<file path="config.mk">
export PLATFORM = sky130hd
export DESIGN_NAME = chan_regfile
export DESIGN_NICKNAME = d
export VERILOG_FILES = /design/src/rtl/chreg_pkg.sv /design/src/rtl/chreg_win_decode.sv /design/src/rtl/chreg_bank.sv /design/src/rtl/chreg_read_port.sv /design/src/rtl/chan_regfile.sv
export SDC_FILE = /design/constraint.sdc
export NUM_CORES = 2
export LEC_CHECK = 0
export BUFFER_PORTS_ARGS = -buffer_cell sky130_fd_sc_hd__buf_2
export CAP_MARGIN = 10
export CORE_AREA = 2 2 506 508
export CTS_CLUSTER_DIAMETER = 40
export DETAILED_ROUTE_END_ITERATION = 8
export DIE_AREA = 0 0 508 510
export HOLD_SLACK_MARGIN = 0.08
export SKIP_LAST_GASP = 1
export SLEW_MARGIN = 10
export SYNTH_ARGS = -nofsm -noshare
export SYNTH_HDL_FRONTEND = slang
export SYNTH_SLANG_ARGS = --single-unit
</file>
<file path="constraint.sdc">
create_clock -name clk -period 2.4 [get_ports clk]
set_input_delay 0.12 -clock clk [delete_from_list [all_inputs] [get_ports clk]]
set_output_delay 0.12 -clock clk [all_outputs]
set_load 0.1 [all_outputs]
</file>
<file path="src/rtl/chreg_pkg.sv">
package chreg_pkg;

  localparam int NUM_CH = 4;
  localparam int CH_W   = $clog2(NUM_CH);
  localparam int WIN_W  = 3;

  typedef enum logic [WIN_W-1:0] {
    WIN_CH0 = 3'd0,
    WIN_CH1 = 3'd1,
    WIN_CH2 = 3'd2,
    WIN_CH3 = 3'd3,
    WIN_ALL = 3'd4,
    WIN_LO  = 3'd5,
    WIN_HI  = 3'd6,
    WIN_SHR = 3'd7
  } win_e;

  // channel sets reached by the group windows, and the channel each reads from
  localparam logic [NUM_CH-1:0] GRP_ALL_MASK = 4'b1111;
  localparam logic [NUM_CH-1:0] GRP_LO_MASK  = 4'b0011;
  localparam logic [NUM_CH-1:0] GRP_HI_MASK  = 4'b1100;
  localparam logic [CH_W-1:0]   GRP_ALL_RD   = 2'd0;
  localparam logic [CH_W-1:0]   GRP_LO_RD    = 2'd0;
  localparam logic [CH_W-1:0]   GRP_HI_RD    = 2'd2;

  typedef struct packed {
    logic [NUM_CH-1:0] ch_we;
    logic              sh_we;
    logic              rd_sh;
    logic [CH_W-1:0]   rd_ch;
  } route_t;

endpackage

</file>
<file path="src/rtl/chreg_win_decode.sv">
module chreg_win_decode
  import chreg_pkg::*;
(
  input  logic [WIN_W-1:0] win_i,
  output route_t           route_o
);

  always_comb begin
    route_o = '0;
    unique case (win_e'(win_i))
      WIN_CH0, WIN_CH1, WIN_CH2, WIN_CH3: begin
        route_o.ch_we = {{(NUM_CH-1){1'b0}}, 1'b1} << win_i[CH_W-1:0];
        route_o.rd_ch = win_i[CH_W-1:0];
      end
      WIN_ALL: begin
        route_o.ch_we = GRP_ALL_MASK;
        route_o.rd_ch = GRP_ALL_RD;
      end
      WIN_LO: begin
        route_o.ch_we = GRP_LO_MASK;
        route_o.rd_ch = GRP_LO_RD;
      end
      WIN_HI: begin
        route_o.ch_we = GRP_HI_MASK;
        route_o.rd_ch = GRP_HI_RD;
      end
      WIN_SHR: begin
        route_o.sh_we = 1'b1;
        route_o.rd_sh = 1'b1;
      end
    endcase
  end

endmodule

</file>
<file path="src/rtl/chreg_bank.sv">
module chreg_bank #(
  parameter int DATA_W = 8,
  parameter int OFFS_W = 5
) (
  input  logic                             clk,
  input  logic                             rst,
  input  logic                             we_i,
  input  logic [OFFS_W-1:0]                off_i,
  input  logic [DATA_W-1:0]                wdata_i,
  output logic [(1<<OFFS_W)-1:0][DATA_W-1:0] regs_o
);

  localparam int DEPTH = 1 << OFFS_W;

  logic [DEPTH-1:0][DATA_W-1:0] regs_q;

  always_ff @(posedge clk) begin
    if (rst) begin
      regs_q <= '0;
    end else if (we_i) begin
      regs_q[off_i] <= wdata_i;
    end
  end

  assign regs_o = regs_q;

  // a bank that is not selected keeps every byte
  assert_bank_hold_R2: assert property (@(posedge clk) disable iff (rst)
    !we_i |=> $stable(regs_q));

endmodule

</file>
<file path="src/rtl/chreg_read_port.sv">
module chreg_read_port
  import chreg_pkg::*;
#(
  parameter int DATA_W = 8,
  parameter int OFFS_W = 5
) (
  input  logic                                          clk,
  input  logic                                          rst,
  input  logic                                          rd_en_i,
  input  logic                                          wr_en_i,
  input  logic [OFFS_W-1:0]                             off_i,
  input  logic [DATA_W-1:0]                             wdata_i,
  input  route_t                                        route_i,
  input  logic [NUM_CH-1:0][(1<<OFFS_W)-1:0][DATA_W-1:0] ch_regs_i,
  input  logic [(1<<OFFS_W)-1:0][DATA_W-1:0]            sh_regs_i,
  output logic [DATA_W-1:0]                             rd_data_o,
  output logic                                          rd_valid_o
);

  logic [DATA_W-1:0] stored_byte;
  logic              src_written;
  logic [DATA_W-1:0] next_byte;
  logic [DATA_W-1:0] rd_data_q;
  logic              rd_valid_q;

  always_comb begin
    if (route_i.rd_sh) begin
      stored_byte = sh_regs_i[off_i];
      src_written = route_i.sh_we;
    end else begin
      stored_byte = ch_regs_i[route_i.rd_ch][off_i];
      src_written = route_i.ch_we[route_i.rd_ch];
    end
    // write-first: a write that hits the read source in this cycle wins
    next_byte = (wr_en_i && src_written) ? wdata_i : stored_byte;
  end

  always_ff @(posedge clk) begin
    if (rst) begin
      rd_data_q  <= '0;
      rd_valid_q <= 1'b0;
    end else begin
      rd_valid_q <= rd_en_i;
      if (rd_en_i) begin
        rd_data_q <= next_byte;
      end
    end
  end

  assign rd_data_o  = rd_data_q;
  assign rd_valid_o = rd_valid_q;

  assert_rd_pulse_R7: assert property (@(posedge clk) disable iff (rst)
    rd_en_i |=> rd_valid_o);

  assert_rd_idle_R7: assert property (@(posedge clk) disable iff (rst)
    !rd_en_i |=> !rd_valid_o);

endmodule

</file>
<file path="src/rtl/chan_regfile.sv">
module chan_regfile
  import chreg_pkg::*;
#(
  parameter int DATA_W = 8,
  parameter int OFFS_W = 5
) (
  input  logic                                        clk,
  input  logic                                        rst,
  input  logic                                        wr_en,
  input  logic                                        rd_en,
  input  logic [OFFS_W+WIN_W-1:0]                     addr,
  input  logic [DATA_W-1:0]                           wdata,
  output logic [DATA_W-1:0]                           rd_data,
  output logic                                        rd_valid,
  output logic [NUM_CH*(1<<OFFS_W)*DATA_W-1:0]        ch_regs_o,
  output logic [(1<<OFFS_W)*DATA_W-1:0]               shared_regs_o
);

  localparam int DEPTH  = 1 << OFFS_W;
  localparam int ADDR_W = OFFS_W + WIN_W;

  logic [WIN_W-1:0]                           win;
  logic [OFFS_W-1:0]                          off;
  route_t                                     route;
  logic [NUM_CH-1:0][DEPTH-1:0][DATA_W-1:0]   ch_regs;
  logic [DEPTH-1:0][DATA_W-1:0]               sh_regs;

  assign win = addr[ADDR_W-1:OFFS_W];
  assign off = addr[OFFS_W-1:0];

  chreg_win_decode i_decode (
    .win_i   (win),
    .route_o (route)
  );

  for (genvar c = 0; c < NUM_CH; c++) begin : g_ch
    chreg_bank #(.DATA_W(DATA_W), .OFFS_W(OFFS_W)) i_bank (
      .clk     (clk),
      .rst     (rst),
      .we_i    (wr_en && route.ch_we[c]),
      .off_i   (off),
      .wdata_i (wdata),
      .regs_o  (ch_regs[c])
    );
  end

  chreg_bank #(.DATA_W(DATA_W), .OFFS_W(OFFS_W)) i_shared (
    .clk     (clk),
    .rst     (rst),
    .we_i    (wr_en && route.sh_we),
    .off_i   (off),
    .wdata_i (wdata),
    .regs_o  (sh_regs)
  );

  chreg_read_port #(.DATA_W(DATA_W), .OFFS_W(OFFS_W)) i_rdport (
    .clk        (clk),
    .rst        (rst),
    .rd_en_i    (rd_en),
    .wr_en_i    (wr_en),
    .off_i      (off),
    .wdata_i    (wdata),
    .route_i    (route),
    .ch_regs_i  (ch_regs),
    .sh_regs_i  (sh_regs),
    .rd_data_o  (rd_data),
    .rd_valid_o (rd_valid)
  );

  assign ch_regs_o     = ch_regs;
  assign shared_regs_o = sh_regs;

  // ---- assertions ----
  logic              all_wr_q;
  logic [OFFS_W-1:0] all_off_q;

  always_ff @(posedge clk) begin
    if (rst) begin
      all_wr_q  <= 1'b0;
      all_off_q <= '0;
    end else begin
      all_wr_q  <= wr_en && (win == WIN_W'(WIN_ALL));
      all_off_q <= off;
    end
  end

  for (genvar c = 1; c < NUM_CH; c++) begin : g_chk
    assert_group_same_edge_R9: assert property (@(posedge clk) disable iff (rst)
      all_wr_q |-> (ch_regs[c][all_off_q] == ch_regs[0][all_off_q]));
  end

  assert_common_no_chan_R6: assert property (@(posedge clk) disable iff (rst)
    (wr_en && win == WIN_W'(WIN_SHR)) |=> $stable(ch_regs));

  assert_write_first_R8: assert property (@(posedge clk) disable iff (rst)
    (wr_en && rd_en) |=> (rd_data == $past(wdata)));

endmodule

</file>
After elaboration in Yosys (flattened, before gate mapping)
Index checks and enable logic that the tools add are counted.
- memory bits (writable): 0
- bits of input ports: 20
- word-level logic and storage cells: 203
- bits in latches: 0
- bits in read-only memories: 0
- memories: 0
- flip-flop bits (word level): 1289
- eq/ne operators: 7
- shift-type cells: 1
- bitwise gates (word level): 0
- $add $sub $neg: 0
- $mul: 0
- divide/modulo/power cells: 0
- order comparisons: 3
- muxes and demuxes: 21
- reduce and logical (&&, ||, !) cells: 9
- operators with widths (cell ; number):
    256-bit bitwise mux ; 5
    256-bit binary-select mux with 2-bit select ; 1
    256-bit two-way mux ; 1
    8-bit binary-select mux with 5-bit select ; 2
    8-bit demux with 5-bit select ; 1
    8-bit two-way mux ; 5
    4-bit case mux with 4 select lines ; 1
    3-bit == test (second input constant) ; 4
    1-bit logical AND ; 7
    3-bit by 2-bit == test with 1-bit output (second input constant) ; 2
    5-bit by 6-bit < comparator with 1-bit output (second input constant) ; 1
    5-bit by 1-bit greater-or-equal comparator with 1-bit output (second input constant) ; 1
    2-bit case mux with 2 select lines ; 1
    4-bit OR reduction ; 1
    1-bit by 2-bit << shifter with 4-bit output (first input constant) ; 1
    3-bit by 1-bit == test with 1-bit output (second input constant) ; 1
    3-bit logical NOT ; 1
    2-bit by 3-bit < comparator with 1-bit output (second input constant) ; 1
    1-bit binary-select mux with 2-bit select ; 1
    1-bit two-way mux ; 2
    2-bit two-way mux ; 1

Depth between registers and ports, before layout
- depth in word-level cells: 9
- depth in mapped cells: 12

By module
Synthesis repeated with hierarchy kept, for this count alone.
- cell total of the unflattened synthesis: 5548
- area, all modules: 61387.6 um^2
- by module, submodules not included (module ; sequential area each (um^2) ; area an instance (um^2) ; cells each ; times used):
    chreg_bank (g_ch[0].i_bank ...) ; 5124.9 ; 9948.3 ; 887 ; 4
    chreg_read_port ; 180.2 ; 11552.3 ; 1097 ; 1
    chreg_bank (i_shared) ; 5124.9 ; 9943.3 ; 887 ; 1
    chreg_win_decode ; 0.0 ; 67.6 ; 11 ; 1
    chan_regfile ; 0.0 ; 31.3 ; 5 ; 1

Least setup slack after synthesis
Ideal clock, no wire load.
- kind: register to register
- start point: reg g_ch[3].i_bank.regs_q, in the netlist g_ch[3].i_bank.regs_o[221]
- end point: reg i_rdport.rd_data_q[5] (netlist: i_rdport.rd_data_o[5])
- slack: 0.008 ns
- stages on the path, launching flop included: 8
- period minus slack after synthesis: 2.392 ns
- data arrival time: 2.277 ns
- setup time: 0.115 ns
- cells stage by stage: dfxtp_1 nand2b_1 o22ai_1 a221oi_1 or4_1 a2111oi_2 o2111ai_1 o21a_1
- cells in the longest elaborated chain, start to end: 6
- ends and longest elaborated chain (element ; line ; RTL):
    from (decl) ; chreg_bank.sv:15 ; logic [DEPTH-1:0][DATA_W-1:0] regs_q;
    from (signal, indexed assignment) ; chreg_bank.sv:21 ; regs_q[off_i] <= wdata_i;
    256-bit binary-select mux with 2-bit select ; chreg_read_port.sv:31 ; stored_byte = ch_regs_i[route_i.rd_ch][off_i];
    256-bit two-way mux (not written as such) ; chreg_read_port.sv:31 ;
    8-bit binary-select mux with 5-bit select ; chreg_read_port.sv:31 ;
    8-bit two-way mux (not written as such) ; chreg_read_port.sv:31 ;
    8-bit two-way mux ; chreg_read_port.sv:27 ; if (route_i.rd_sh) begin
    8-bit two-way mux ; chreg_read_port.sv:35 ; next_byte = (wr_en_i && src_written) ? wdata_i : stored_byte;
    to (signal assigned) ; chreg_read_port.sv:45 ; rd_data_q <= next_byte;
    to (decl) ; chreg_read_port.sv:23 ; logic [DATA_W-1:0] rd_data_q;
No other way between the ends. The select of a mux whose other input is x is not followed.
A chain may end at the register's enable or synchronous reset.

Worst setup path after layout
- start point: reg g_ch[2].i_bank.regs_q, in the netlist g_ch[2].i_bank.regs_o[79]
- end point: reg i_rdport.rd_data_q[7] (netlist: i_rdport.rd_data_o[7])
- cells in the longest elaborated chain, start to end: 6
- ends and longest elaborated chain (element ; line):
    from (decl) ; chreg_bank.sv:15
    from (signal, indexed assignment) ; chreg_bank.sv:21
    256-bit binary-select mux with 2-bit select ; chreg_read_port.sv:31
    256-bit two-way mux (not written as such) ; chreg_read_port.sv:31
    8-bit binary-select mux with 5-bit select ; chreg_read_port.sv:31
    8-bit two-way mux (not written as such) ; chreg_read_port.sv:31
    8-bit two-way mux ; chreg_read_port.sv:27
    8-bit two-way mux ; chreg_read_port.sv:35
No other way between the ends. The select of a mux whose other input is x is not followed.

==> impl_metrics.toml <==
[critical_path]
critical_path_buffers_and_inverters = 1
cpLargestDelayFamily = "compound AO/OA/AOI/OAI gates"
critical_path.startpoint_type = "register"
crit_path_cell_trace = "o211ai_1, nand4_1, a2111oi_4, buf_4, a31oi_1"
critical-path-slowest-cell = "sky130_fd_sc_hd__o211ai_1"
nature_of_the_critical_path_endpoint = "register"
critPathMaxFanout = 3
worst-endpoint-required_ns = 3.13
critPathKind = "register to register"
critical-path-max-stage-delay_ns = 0.92
worst-endpoint-arrival_ns = 3.17

[yosys]
synth_largest_area_cell = "sky130_fd_sc_hd__dfxtp_1"
ys_async_sr_fraction_pct = 0
synth_ff_type = "sky130_fd_sc_hd__dfxtp_1"
post_synth_xor_xnor_area_pct = 0
synth-compound-area-share_pct = 22.92
post_synth_inst_count = 7396
synth_enable_flop_cells = 0
post_synth_main_area_contributors = "sky130_fd_sc_hd__dfxtp_1 46%, sky130_fd_sc_hd__nand2_1 16%, sky130_fd_sc_hd__a21oi_1 12%"
synth_cell_type_count = 71
average_cell_area_after_synthesis_sq_um = 7.591
synth.cell_area_sq_um = 56140
portion_of_netlist_area_occupied_by_mux_cells_pct = 5.656
yosysTopAreaCellShare_pct = 45.96
adder_cell_area_share_of_the_yosys_netlist_pct = 0
synthesized_net_count = 7416
share_of_the_yosys_chip_area_belonging_to_registers_pct = 45.96
synth_simple_gate_area_share_pct = 20.98
synthesis.yosys.warnings = 0
synth_top_family_by_area = "compound AO/OA/AOI/OAI gates"
ys_seq_elements = 1289

[die]
design.die.area_sq_um = 259100
floorplan.io_pins = 1309
fp-row-count = 185
floorplan.initialDensity_pct = 22.15
fp.coreArea_sq_um = 253500
chipHeight_um = 510
die_w_um = 508

[layout]
num-nets-final = 9385
filler_cell_count = 26890
area_growth_from_synthesis_to_layout_pct = 47.67
multi_input_comb_area_sq_um = 28300
layout.cells.non_filler = 12950
layout.area.seq_sq_um = 25820
drive_above_1_share_pct = 30.92
final_util_pct = 32.71

[timing]
slack_of_the_critical_path_ns = -0.03735
timing.slew.headroom_pct = 25.81
fin_crit_sh_pct = 101.6
finalClockSkew_ns = 0.09474
setup_violations = 2
timing_max_transition_violations_final = 0
rsz0062_at_grt = "true"
slew_at_the_pin_closest_to_its_max_slew_limit_ns = 1.108
max_freq_ghz = 0.4103
finalWorstPathRequiredPeriod_ns = 2.437
hold_viol = 0

[routing]
drt_first_pass_iters = 9
remaining_design_rule_violation_count = 0
routed_wire_length_per_instance_um = 35.97
route.detailed.vias_per_inst = 5.375
finalWirelength_um = 465700
dr_total_vias = 69600
drtAntennaViolNets = 0
drt_iter0_markers = 11230

[place]
gp_congestion = 1.017
dpl_worst_slack_ns = -1.173
dp.cells = 12490
port-buffer-count = 1308
detailed_place_hpwl_um = 370700

[clock_tree]
clock_latency_ns = 0.95
ctsRootBufferMaster = "sky130_fd_sc_hd__clkbuf_16"
cts_max_path_buffers = 3
cts_inserted_buffers = 228
postCtsSetupRepairBufs = 0
cts_tree = "built"
ctsHtreeMaxLevel = 4
numClockSinks = 1289
path_clk_slew_ns = 0.06

[power]
power.static_leakage_uw = 0.03333
cell_pwr_density_nw_per_um2 = 756.4
vdd_drop_max_uv = 696.4

[status]
run_status = "finished with violations"
violated_checks = "negative setup slack"

[job]
drv.max_cap_violation_count = 0

[grt]
groute.usage.overall_pct = 34.25
antenna_found_initial = 34
largest_net_degree_at_the_start_of_global_routing = 174
grt_overflow_total = 0
first_global_vias = 62570
grt_pass1_wl_um = 601100

[hold_path]
holdCritPathClass = "input pin to register"
==> kinds of logic (layout without fill, tap and decap cells) <==
| group | after synthesis | in the layout |
|---|---|---|
| AND/OR/NAND/NOR | 2971 | 2971 |
| multiplexers | 221 | 221 |
| other | 0 | 13 |
| buffers and inverters | 619 | 2793 |
| AO/OA/AOI/OAI | 2296 | 2296 |
| flip-flops | 1289 | 1289 |
==> registers in the layout, indices dropped and copies added, names as in the netlist <==
signal	flops
g_ch.i_bank.regs_o	1024
i_rdport.rd_data_o	8
i_shared.regs_o	256
i_rdport.rd_valid_o	1
==> placed cells by master, fill, tap and decap left out, types with 72 or more instances in the layout <==
cell type and instances:
sky130_fd_sc_hd__dfxtp_1 1277, sky130_fd_sc_hd__clkbuf_16 228, sky130_fd_sc_hd__nand2_1 2415, sky130_fd_sc_hd__o22ai_1 148
sky130_fd_sc_hd__mux4_2 72, sky130_fd_sc_hd__o221ai_1 83, sky130_fd_sc_hd__nor2_1 287, sky130_fd_sc_hd__a21oi_1 1348
sky130_fd_sc_hd__buf_12 129, sky130_fd_sc_hd__buf_4 879, sky130_fd_sc_hd__buf_2 1294, sky130_fd_sc_hd__o21ai_0 424
sky130_fd_sc_hd__mux2i_1 98
==> cell usage after synthesis (64+ instances only) <==
cell	n
sky130_fd_sc_hd__o221ai_1	84
sky130_fd_sc_hd__buf_2	96
sky130_fd_sc_hd__nor2_1	292
sky130_fd_sc_hd__mux2i_1	99
sky130_fd_sc_hd__nand2_1	2420
sky130_fd_sc_hd__o22ai_1	153
sky130_fd_sc_hd__mux4_2	72
sky130_fd_sc_hd__clkbuf_1	440
sky130_fd_sc_hd__o21ai_0	434
sky130_fd_sc_hd__dfxtp_1	1289
sky130_fd_sc_hd__a211oi_1	64
sky130_fd_sc_hd__a21oi_1	1350
==> layout make-up <==
type,count,area share [%]
clock buffers,264,7.371
diodes,13,0.03924
clock inverters,171,2.815
multi-input cells,5488,34.13
inverters,26,0.1223
flip-flops and latches,1289,31.15
well taps,3366,5.080
repair buffers,2332,19.29
==> worst paths after layout <==
path,start,endpoint,slack (ns),cells after the start
setup / recovery,g_ch[2].i_bank.regs_o[79],i_rdport.rd_data_o[7],-0.04,5
hold / removal,wdata[3],g_ch[2].i_bank.regs_o[195],0.15,4
setup reg to reg,g_ch[2].i_bank.regs_o[79],i_rdport.rd_data_o[7],-0.04,5
hold reg to reg,g_ch[2].i_bank.regs_o[10],g_ch[2].i_bank.regs_o[10],0.46,2
==> tightest hold or removal path, delay by kind of cell <==
| kind | cells | cell delay (ns) |
|---|---|---|
| AOI/OAI and AO/OA | 1 | 0.05 |
| and+or+nand+nor | 1 | 0.09 |
| buffers and inverters | 2 | 0.74 |
==> metrics by stage <==
| step | power, uW | cell area, sq um | TNS [ns] | hold slack (ns) |
|---|---|---|---|---|
| floorplan | 24530 | 56140 | 0 | 0.4080 |
| global placement | 27490 | 73980 | -32.78 | 0.4380 |
| detailed placement | 27480 | 73980 | -42.20 | 0.4429 |
| CTS | 62610 | 82760 | -0.02932 | 0.1006 |
| global route | 63820 | 82870 | -0.01844 | 0.1309 |
| finish | 62710 | 82900 | -0.07159 | 0.1546 |
==> layer usage <==
layer / vias up / global-route usage [%] / share of wire [%]
met5: - / 0 / 0.034
met4: 20 / 22.01 / 8.0
met3: 1115 / 14.68 / 14
met2: 5468 / 51.28 / 42
met1: 33410 / 39.95 / 36
li1: 29590 / - / -
==> where the power goes <==
group,switching [uW],internal (uW),leakage (uW)
clock network,13500,21900,0.00405
logic,4050,1600,0.0189
registers,113,21500,0.0104
==> what timing repair did <==
| action | in CTS | in global routing |
|---|---|---|
| endpoints found under the hold margin | 1289 | 0 |
| hold buffers | 17 | 0 |
| pin swaps | 6 | 13 |
| gates resized for setup | 36 | 27 |
| endpoints found under the setup margin | 7 | 7 |
Note: power is estimated with default switching activity, not from simulation.
